<file path="config.mk">
export PLATFORM = sky130hd
export DESIGN_NAME = serial_audio_port
export DESIGN_NICKNAME = d
export VERILOG_FILES = /design/src/rtl/saport_pkg.sv /design/src/rtl/saport_clkgen.sv /design/src/rtl/saport_framer.sv /design/src/rtl/saport_tx.sv /design/src/rtl/saport_rx.sv /design/src/rtl/serial_audio_port.sv
export SDC_FILE = /design/constraint.sdc
export NUM_CORES = 1
export LEC_CHECK = 0
export BUFFER_PORTS_ARGS = -buffer_cell sky130_fd_sc_hd__buf_2
export CAP_MARGIN = 15
export CORE_UTILIZATION = 55
export DETAILED_ROUTE_END_ITERATION = 16
export PLACE_DENSITY = 0.73
export SYNTH_ARGS = -nofsm -noshare
export SYNTH_HDL_FRONTEND = slang
export SYNTH_SLANG_ARGS = --single-unit
</file>
<file path="constraint.sdc">
create_clock -name clk -period 12 [get_ports clk]
set_input_delay 2.4 -clock clk [delete_from_list [all_inputs] [get_ports clk]]
set_output_delay 2.4 -clock clk [all_outputs]
set_load 0.05 [all_outputs]
</file>
<file path="src/rtl/saport_pkg.sv">
package saport_pkg;

  typedef struct packed {
    logic       hit;
    logic [7:0] idx;
  } slot_hit_t;

  // width code to word length, capped at the data path width
  function automatic int word_len(input logic [2:0] code, input int cap);
    int n;
    case (code)
      3'd0:    n = 8;
      3'd1:    n = 12;
      3'd2:    n = 16;
      3'd3:    n = 18;
      3'd4:    n = 20;
      3'd5:    n = 24;
      3'd6:    n = 28;
      default: n = 32;
    endcase
    return (n > cap) ? cap : n;
  endfunction

  // which word bit (0 = MSB) a slot bit carries, if any
  function automatic slot_hit_t locate(input int slot_pos, input int slot_len,
                                       input int wlen, input int offs,
                                       input logic from_end);
    int first;
    int d;
    slot_hit_t r;
    first = from_end ? (slot_len - offs - wlen) : offs;
    d     = slot_pos - first;
    r.hit = (d >= 0) && (d < wlen);
    r.idx = r.hit ? 8'(d) : 8'd0;
    return r;
  endfunction

endpackage

</file>
<file path="src/rtl/saport_clkgen.sv">
module saport_clkgen #(
  parameter int DIV_W = 4
) (
  input  logic             clk,
  input  logic             rst,
  input  logic [DIV_W-1:0] num,
  input  logic [DIV_W-1:0] den,
  output logic             bclk,
  output logic             fall_now,
  output logic             rise_now
);
  logic [DIV_W:0] acc;
  logic [DIV_W:0] sum;
  logic [DIV_W:0] acc_nxt;
  logic           tog;

  always_comb begin
    sum = acc + {1'b0, num};
    if (num >= den) begin
      tog     = 1'b1;
      acc_nxt = '0;
    end else if (sum >= {1'b0, den}) begin
      tog     = 1'b1;
      acc_nxt = sum - {1'b0, den};
    end else begin
      tog     = 1'b0;
      acc_nxt = sum;
    end
  end

  assign fall_now = tog & bclk;
  assign rise_now = tog & ~bclk;

  always_ff @(posedge clk) begin
    if (rst) begin
      acc  <= '0;
      bclk <= 1'b1;
    end else begin
      acc <= acc_nxt;
      if (tog) bclk <= ~bclk;
    end
  end
endmodule

</file>
<file path="src/rtl/saport_framer.sv">
module saport_framer #(
  parameter int SLOT_LOG2 = 5
) (
  input  logic                 clk,
  input  logic                 rst,
  input  logic                 step,
  input  logic                 mono,
  input  logic [2:0]           sync_w,
  output logic [SLOT_LOG2:0]   cnt,
  output logic [SLOT_LOG2:0]   cnt_nxt,
  output logic                 is_last,
  output logic                 sync
);
  localparam int CW   = SLOT_LOG2 + 1;
  localparam int SLOT = 1 << SLOT_LOG2;

  logic [CW-1:0] last_idx;
  logic          sync_nxt;

  always_comb begin
    last_idx = mono ? CW'(SLOT - 1) : CW'(2 * SLOT - 1);
    cnt_nxt  = (cnt >= last_idx) ? '0 : cnt + CW'(1);
    is_last  = (cnt == last_idx);
    sync_nxt = mono ? (cnt_nxt <= CW'(sync_w)) : cnt_nxt[SLOT_LOG2];
  end

  always_ff @(posedge clk) begin
    if (rst) begin
      cnt  <= '1;
      sync <= 1'b0;
    end else if (step) begin
      cnt  <= cnt_nxt;
      sync <= sync_nxt;
    end
  end
endmodule

</file>
<file path="src/rtl/saport_tx.sv">
module saport_tx
  import saport_pkg::*;
#(
  parameter int DATA_W    = 32,
  parameter int SLOT_LOG2 = 5
) (
  input  logic                 clk,
  input  logic                 rst,
  input  logic                 step,
  input  logic [SLOT_LOG2:0]   cnt_nxt,
  input  logic                 mono,
  input  logic [2:0]           w_code,
  input  logic [SLOT_LOG2-1:0] offs,
  input  logic                 from_end,
  input  logic [DATA_W-1:0]    word_l,
  input  logic [DATA_W-1:0]    word_r,
  output logic                 sd_out
);
  localparam int SLOT = 1 << SLOT_LOG2;

  logic [DATA_W-1:0] buf_l;
  logic [DATA_W-1:0] buf_r;
  logic [DATA_W-1:0] word;
  logic [DATA_W-1:0] shifted;
  logic              first;
  logic              right_ch;
  logic              bit_nxt;
  slot_hit_t         h;

  always_comb begin
    first    = (cnt_nxt == '0);
    right_ch = ~mono & cnt_nxt[SLOT_LOG2];
    word     = right_ch ? buf_r : (first ? word_l : buf_l);
    h        = locate(int'(cnt_nxt[SLOT_LOG2-1:0]), SLOT,
                      word_len(w_code, DATA_W), int'(offs), from_end);
    shifted  = word << h.idx;
    bit_nxt  = h.hit & shifted[DATA_W-1];
  end

  always_ff @(posedge clk) begin
    if (rst) begin
      buf_l  <= '0;
      buf_r  <= '0;
      sd_out <= 1'b0;
    end else if (step) begin
      if (first) begin
        buf_l <= word_l;
        buf_r <= word_r;
      end
      sd_out <= bit_nxt;
    end
  end
endmodule

</file>
<file path="src/rtl/saport_rx.sv">
module saport_rx
  import saport_pkg::*;
#(
  parameter int DATA_W    = 32,
  parameter int SLOT_LOG2 = 5
) (
  input  logic                 clk,
  input  logic                 rst,
  input  logic                 step,
  input  logic [SLOT_LOG2:0]   cnt,
  input  logic                 is_last,
  input  logic                 mono,
  input  logic [2:0]           w_code,
  input  logic [SLOT_LOG2-1:0] offs,
  input  logic                 from_end,
  input  logic                 sd_in,
  output logic [DATA_W-1:0]    rx_l,
  output logic [DATA_W-1:0]    rx_r,
  output logic                 rx_valid
);
  localparam int SLOT = 1 << SLOT_LOG2;
  localparam logic [DATA_W-1:0] TOP_BIT = {1'b1, {(DATA_W-1){1'b0}}};

  logic [DATA_W-1:0] acc_l;
  logic [DATA_W-1:0] acc_r;
  logic [DATA_W-1:0] nxt_l;
  logic [DATA_W-1:0] nxt_r;
  logic [DATA_W-1:0] mask;
  logic [DATA_W-1:0] set_v;
  logic              first;
  logic              right_ch;
  slot_hit_t         h;

  always_comb begin
    first    = (cnt == '0);
    right_ch = ~mono & cnt[SLOT_LOG2];
    h        = locate(int'(cnt[SLOT_LOG2-1:0]), SLOT,
                      word_len(w_code, DATA_W), int'(offs), from_end);
    mask     = h.hit ? (TOP_BIT >> h.idx) : '0;
    set_v    = sd_in ? mask : '0;
    nxt_l    = first ? '0 : acc_l;
    nxt_r    = first ? '0 : acc_r;
    if (right_ch) nxt_r = (nxt_r & ~mask) | set_v;
    else          nxt_l = (nxt_l & ~mask) | set_v;
  end

  always_ff @(posedge clk) begin
    if (rst) begin
      acc_l    <= '0;
      acc_r    <= '0;
      rx_l     <= '0;
      rx_r     <= '0;
      rx_valid <= 1'b0;
    end else begin
      rx_valid <= 1'b0;
      if (step) begin
        acc_l <= nxt_l;
        acc_r <= nxt_r;
        if (is_last) begin
          rx_l     <= nxt_l;
          rx_r     <= nxt_r;
          rx_valid <= 1'b1;
        end
      end
    end
  end
endmodule

</file>
<file path="src/rtl/serial_audio_port.sv">
module serial_audio_port #(
  parameter int DATA_W    = 32,
  parameter int SLOT_LOG2 = 5,
  parameter int DIV_W     = 4
) (
  input  logic                 clk,
  input  logic                 rst,
  input  logic                 cfg_mono,
  input  logic [2:0]           cfg_sync_w,
  input  logic [2:0]           cfg_rx_w,
  input  logic [2:0]           cfg_tx_w,
  input  logic [SLOT_LOG2-1:0] cfg_msb_pos,
  input  logic                 cfg_lsb_just,
  input  logic [DIV_W-1:0]     cfg_div_num,
  input  logic [DIV_W-1:0]     cfg_div_den,
  input  logic [DATA_W-1:0]    tx_left,
  input  logic [DATA_W-1:0]    tx_right,
  input  logic                 sd_in,
  output logic                 bclk,
  output logic                 sync,
  output logic                 sd_out,
  output logic [DATA_W-1:0]    rx_left,
  output logic [DATA_W-1:0]    rx_right,
  output logic                 rx_valid
);
  logic               fall_now;
  logic               rise_now;
  logic [SLOT_LOG2:0] cnt;
  logic [SLOT_LOG2:0] cnt_nxt;
  logic               is_last;

  saport_clkgen #(.DIV_W(DIV_W)) u_clkgen (
    .clk(clk), .rst(rst), .num(cfg_div_num), .den(cfg_div_den),
    .bclk(bclk), .fall_now(fall_now), .rise_now(rise_now)
  );

  saport_framer #(.SLOT_LOG2(SLOT_LOG2)) u_framer (
    .clk(clk), .rst(rst), .step(fall_now), .mono(cfg_mono),
    .sync_w(cfg_sync_w), .cnt(cnt), .cnt_nxt(cnt_nxt),
    .is_last(is_last), .sync(sync)
  );

  saport_tx #(.DATA_W(DATA_W), .SLOT_LOG2(SLOT_LOG2)) u_tx (
    .clk(clk), .rst(rst), .step(fall_now), .cnt_nxt(cnt_nxt),
    .mono(cfg_mono), .w_code(cfg_tx_w), .offs(cfg_msb_pos),
    .from_end(cfg_lsb_just), .word_l(tx_left), .word_r(tx_right),
    .sd_out(sd_out)
  );

  saport_rx #(.DATA_W(DATA_W), .SLOT_LOG2(SLOT_LOG2)) u_rx (
    .clk(clk), .rst(rst), .step(rise_now), .cnt(cnt), .is_last(is_last),
    .mono(cfg_mono), .w_code(cfg_rx_w), .offs(cfg_msb_pos),
    .from_end(cfg_lsb_just), .sd_in(sd_in),
    .rx_l(rx_left), .rx_r(rx_right), .rx_valid(rx_valid)
  );
endmodule

</file>
; Yosys cells after proc, flatten, opt, wreduce, memory -nomap -nowiden
; Index checks and enable logic that the tools add are counted.
[word_totals]
regBits = 207
in_bits = 91
output_inout_bits = 68
elab_cells = 91
[op_classes]
n_addsub = 8
magnitude_cmp = 10
eq_ne = 13
shifts = 2
n_mux = 23
bitwise_logic = 13
reduce_logical = 10
[ops]
columns = operator, n
row1 = $mux 32, 10
row2 = $pmux 6 s7, 2
row3 = $and 32x32->32, 2
row4 = $ge 32x1->1 const B, 2
row5 = $lt 32x32->1, 2
row6 = $or 32x32->32, 2
row7 = $sub 32x32->32, 2
row8 = $sub 6x32->32, 2
row9 = $not 32->32, 1
row10 = $shl 32x8->32, 1
row11 = $shr 32x8->32 const A, 1
row12 = $mux 6, 4
row13 = $eq 3x3->1 const B, 6
row14 = $mux 8, 2
row15 = $eq 3x2->1 const B, 4
row16 = $gt 6x6->1 const B, 2
row17 = $logic_not 6->1, 2
row18 = $sub 6x5->7 const A, 1
row19 = $add 6x1->6 const B, 1
row20 = $eq 3x1->1 const B, 2
row21 = $eq 6x6->1, 1
row22 = $ge 6x6->1, 1
row23 = $le 6x3->1, 1
row24 = $logic_not 3->1, 2
row25 = 11 further kinds, 23

; Logic depth before layout (Yosys ltp)
[logic_depth]
ltp_word = 16
mapped_depth = 26
mapped_depth_nobuf = 23

; Modules after synthesis
; Synthesis repeated with hierarchy kept, for this count alone.
[hier_totals]
hier_cells = 1565
area_unflattened_um2 = 12081.6
[modules_own_cells]
columns = module, instances, cells_per_inst, area_each_um2, seq_area_each_um2
row1 = saport_rx, 1, 875, 6966.7, 2582.5
row2 = saport_tx, 1, 551, 3912.5, 1301.2
row3 = saport_clkgen, 1, 75, 650.6, 120.1
row4 = saport_framer, 1, 64, 551.8, 140.1

; Least setup slack after synthesis
; Ideal clock, no wire load.
[synth_timing]
path_type = input-to-reg
startpoint = in cfg_msb_pos[0]
endpoint = reg u_tx.sd_out
setup_time_ns = 0.088
arrival_time_ns = 6.661
required_time_ns = 11.912
setup_slack_ns = 5.251
path_stages = 22
n_path_buf = 1
cell_sequence = inv_1 > ha_1 > inv_1 > ha_1 > inv_1 > fa_1 > a21oi_1 > ha_1 > o21ai_0 > nor2b_1 > xnor2_1 > ha_1 > a211o_1 > o221ai_1 > o2111a_1 > buf_6 > nand2_8 > mux2i_1 > a2111o_1 > o211a_1 > and4_4 > a311oi_2
[synth_via]
elab_chain_cells = 9
word_cells_on_any_way = 10
cone_classes = add/sub: 3 / order compare: 2 / shift: 1 / mux: 2 / bitwise: 1 / reduce/logical: 1
[synth_rtl]
columns = element, line
row1 = from (decl), serial_audio_port.sv:12  ; input logic [SLOT_LOG2-1:0] cfg_msb_pos,
row2 = $sub 6x5->7, saport_pkg.sv:31  ; first = from_end ? (slot_len - offs - wlen) : offs;
row3 = $sub 32x32->32, saport_pkg.sv:31
row4 = $mux 32 (*), saport_pkg.sv:31
row5 = $sub 6x32->32 (*), saport_pkg.sv:32  ; d = slot_pos - first;
row6 = $ge 32x1->1 / $lt 32x32->1 (equally long branches), saport_pkg.sv:33  ; r.hit = (d >= 0) && (d < wlen);
row7 = $logic_and 1x1->1, saport_pkg.sv:33
row8 = $mux 8, saport_pkg.sv:34  ; r.idx = r.hit ? 8'(d) : 8'd0;
row9 = $shl 32x8->32, saport_tx.sv:36  ; shifted = word << h.idx;
row10 = $and 1x1->1 (*), saport_tx.sv:37  ; bit_nxt = h.hit & shifted[DATA_W-1];
row11 = to (signal assigned), saport_tx.sv:50  ; sd_out <= bit_nxt;
row12 = to (decl), saport_tx.sv:17  ; output logic sd_out
; Every way passes the cells marked *; elsewhere a longest branch is shown, timed or not.
; A chain may end at the register's enable or synchronous reset.

; Final worst setup path
[layout_timing]
startpoint = in cfg_msb_pos[0]
endpoint = reg u_rx.rx_l[1]
[layout_via]
elab_chain_cells = 13
word_cells_on_any_way = 15
cone_classes = add/sub: 3 / order compare: 2 / shift: 1 / mux: 5 / bitwise: 3 / reduce/logical: 1
[layout_rtl]
columns = element, line
row1 = $sub 6x5->7, saport_pkg.sv:31
row2 = $sub 32x32->32, saport_pkg.sv:31
row3 = $mux 32 (*), saport_pkg.sv:31
row4 = $sub 6x32->32 (*), saport_pkg.sv:32
row5 = $ge 32x1->1 / $lt 32x32->1 (equally long branches), saport_pkg.sv:33
row6 = $logic_and 1x1->1, saport_pkg.sv:33
row7 = $mux 8, saport_pkg.sv:34
row8 = $shr 32x8->32, saport_rx.sv:39  ; mask = h.hit ? (TOP_BIT >> h.idx) : '0;
row9 = $mux 32 (*), saport_rx.sv:39
row10 = $not 32->32, saport_rx.sv:44  ; else nxt_l = (nxt_l & ~mask) | set_v;
row11 = $and 32x32->32, saport_rx.sv:44
row12 = $or 32x32->32 (*), saport_rx.sv:44
row13 = $mux 32 (*), saport_rx.sv:43  ; if (right_ch) nxt_r = (nxt_r & ~mask) | set_v;
row14 = to (signal assigned), saport_rx.sv:60  ; rx_l <= nxt_l;
row15 = to (decl), saport_rx.sv:17  ; output logic [DATA_W-1:0] rx_l,
; Marks and branches as above.

==> results.py <==
metrics = {
    "drt": {
        "wl_microns": 31300,
        "wire_per_inst_microns": 16.8,
        "vias_per_cell": 6.06,
        "drc_errors": 0,
        "drtAntennaViolNets": 0,
        "route.vias.total": 11300,
        "drt-pass1-iter-count": 5,
        "drt_iter0_markers": 1014,
    },
    "critical_path": {
        "path_depth": 20,
        "cp.required_ps": 12360,
        "cp-start-kind": "input port",
        "crit_top_cell": "a21oi_1",
        "r2r_setup_slack_ps": 5970,
        "crit_path_end_kind": "register",
        "arrival_ps": 8150,
        "cp_max_fo": 24,
        "path_delay_family": "compound AO/OA/AOI/OAI gates",
        "path_buf_inv": 3,
        "crit_type": "input port to register",
        "reg2regPathDepth": 21,
        "crit_slowest_cell": "and4_1",
        "r2r-end": "u_tx.sd_out",
        "r2r_start": "u_framer.cnt[5]",
        "cp_cell_sequence": "buf_2 > inv_1 > ha_1 > xnor2_1 > fa_1 > a21oi_1 > ha_1 > o21ai_1 > nand2b_1 > a21o_1 > a21oi_1 > xor2_1 > inv_2 > ha_1 > a21oi_1 > a21boi_1 > and4_1 > a21oi_1 > a311oi_1 > nor3_1",
        "cpPeakStageDelay_ps": 870,
    },
    "sta": {
        "layout_setup_ws_ps": 4210,
        "setup_violations": 0,
        "tightest_slew_ps": 1020,
        "maxSlewHeadroom_pct": 31.7,
        "slew_viol_final": 0,
        "rsz0062_at_grt": "no",
        "skew_ps": 22.9,
        "finalCritPeriodShare_pct": 64.9,
        "period_needed_ps": 7790,
        "fin_tns_setup_ps": 0,
        "fmax_mhz": 128,
        "finalHoldViolCount": 0,
    },
    "placement": {
        "post-dp-hpwl_microns": 19900,
        "gp_congestion": 0.924,
        "post-place-ws_ps": 3850,
        "placed_cell_area_sq_mm": 0.0122,
        "numPortBuffers": 158,
    },
    "clock_network": {
        "clkLatencyLatePin_ps": 520,
        "clockRootBuffer": "clkbuf_16",
        "ctsHoldBuffers": 0,
        "cts_max_level": 1,
        "cts.sinks": 207,
        "cts_setup_buffers": 0,
        "numCtsBuffers": 24,
        "clockBufferDepth": 3,
        "tritoncts": "done",
        "clk_pin_slew_ps": 60,
        "cts-resized-gates": 0,
    },
    "power": {
        "power_density_mw_per_mm2": 244,
        "finalPower_uw": 3190,
        "ir_drop_uv": 126,
        "power_leakage_uw": 0.00521,
    },
    "min_path": {
        "hp-start": "u_rx.acc_l[15]",
        "whs_endpoint": "u_rx.acc_l[15]",
        "whs_path_depth": 2,
        "hp-class": "register to register",
    },
    "floorplan": {
        "rows": 52,
        "die_w_microns": 147,
        "dieArea_sq_mm": 0.0215,
        "start_util_pct": 56.5,
        "dieHeight_microns": 147,
        "core-area_sq_mm": 0.0204,
        "io_pins": 159,
    },
    "outcome": {
        "status": "finished clean",
    },
    "synth": {
        "synth_fp_nets": 1665,
        "synth.distinct_cells": 69,
        "postSynthAreaPerCell_sq_um": 7.57,
        "async_reset_ff_share_pct": 0,
        "ys_seq_area_share_pct": 36.0,
        "synthFlopType": "dfxtp_1",
        "ys_seq_elements": 207,
        "synth_area_sq_mm": 0.0115,
        "synth-edff-count": 0,
        "ys_warn_count": 0,
        "synth_cells": 1518,
    },
    "final_layout": {
        "layout_common_cells": "300 x nand2_1, 207 x dfxtp_1, 191 x a21oi_1, 157 x buf_2, 123 x nor2_1",
        "final_common_cell": "nand2_1",
        "fin_nets": 1733,
        "design_area_sq_mm": 0.0131,
        "drive_gt1_share_pct": 14.7,
        "fillerInstances": 1829,
        "antennaDiodeCount": 0,
        "areaGrowthSynthToFinish_pct": 13.5,
    },
    "global_route": {
        "overflow": 0,
        "grt_pass1_wl_microns": 51200,
        "grt_max_degree": 94,
        "grt_pass1_vias": 10300,
        "grt_usage_pct": 28.5,
        "antenna_found_initial": 0,
    },
    "run": {
        "cap_viol_max_count": 0,
    },
}
## layer usage
| layer | part of all wire, % | vias up | track usage, % |
|---|---|---|---|
| met2 | 46 | 403 | 46.2 |
| li1 | - | 5543 | - |
| met5 | 0 | - | 0 |
| met4 | 2.4 | 0 | 7.92 |
| met3 | 6.6 | 48 | 3.41 |
| met1 | 45 | 5306 | 39.9 |
## metrics by stage
step	utilization [%]	hold WS, ps	cells
6_report	64.1	447	1866
3_3_place_gp	60.1	434	1828
3_5_place_dp	60.1	440	1828
4_1_cts	63.8	448	1864
2_1_floorplan	-	427	1518
5_1_grt	64.1	468	1866
## sequential cells by signal, indices dropped and copies added (netlist names)
name,flops
u_clkgen.acc,5
u_clkgen.bclk,1
u_framer.cnt,6
u_framer.sync,1
u_rx.acc_l,32
u_rx.acc_r,32
u_rx.rx_l,32
u_rx.rx_r,32
u_rx.rx_valid,1
u_tx.buf_l,32
u_tx.buf_r,32
u_tx.sd_out,1
## how the worst max path moves through the flow
| stage | slack (ps) | start | end |
|---|---|---|---|
| after floorplan | 5250 | cfg_msb_pos[0] | u_tx.sd_out |
| after global placement | 3980 | cfg_msb_pos[0] | u_rx.rx_l[20] |
| after detailed placement | 3850 | cfg_msb_pos[0] | u_rx.rx_l[3] |
| after CTS | 4290 | cfg_msb_pos[0] | u_rx.rx_l[3] |
| after global routing | 3640 | cfg_msb_pos[0] | u_rx.rx_l[18] |
| final | 4210 | cfg_msb_pos[0] | u_rx.rx_l[1] |
## worst register-to-register path: stages (launching register included)
cell and delay (ps):
dfxtp_1 500, ha_1 290, nand2b_1 200, nor2_1 230
nor2_1 160, nand2_1 170, inv_1 90, ha_1 270
nor2b_1 110, o21ai_0 100, nor2b_1 150, xnor2_1 680
ha_1 380, a211o_1 300, o221ai_1 140, o2111a_1 570
and2_1 590, mux2i_1 160, a221o_1 370, o211a_1 120
and4_4 170, a311oi_2 180
## synth_stat cells (all sizes together) (15+ instances only)
| master | count | share of area (%) |
|---|---|---|
| dfxtp | 207 | 36 |
| a31oi | 60 | 3.3 |
| nor3 | 45 | 2.0 |
| clkbuf | 98 | 3.2 |
| nor2 | 126 | 4.1 |
| nand3 | 65 | 2.8 |
| a21o | 15 | 0.98 |
| inv | 32 | 1.0 |
| a21oi | 192 | 8.4 |
| a211oi | 33 | 2.2 |
| o21ai | 17 | 0.74 |
| a311oi | 54 | 4.2 |
| buf | 38 | 1.7 |
| ha | 48 | 5.2 |
| nand2 | 303 | 10 |
| mux2i | 19 | 1.7 |
| xnor2 | 16 | 1.2 |
## cell type report
type	instances	area (sq um)	area share, %
Tap cell	270	338	2.59
Inverter	33	124	0.949
Sequential cell	207	4140	31.7
Timing Repair Buffer	178	987	7.56
Clock inverter	6	91.3	0.700
Clock buffer	30	663	5.08
Multi-Input combinational cell	1142	6710	51.4
## report_power, final
part / internal, uW / switching, uW / leakage (uW)
sequential: 830 / 88.7 / 0.00168
clock: 429 / 281 / 0.000374
combinational: 511 / 1050 / 0.00316
total: 1770 / 1420 / 0.00521
## cell families (layout without fill, tap and decap cells)
group,count (synthesis),in the layout,synth area share (%)
DFF,207,207,36.0
AOI/OAI and AO/OA,434,434,24.3
buffers and inverters,169,247,6.01
xor gates and xnor gates,24,24,1.83
adders and majority gates,56,56,6.62
and+or+nand+nor,606,606,23.0
muxes,22,22,2.14
Note: power is estimated with default switching activity, not from simulation.
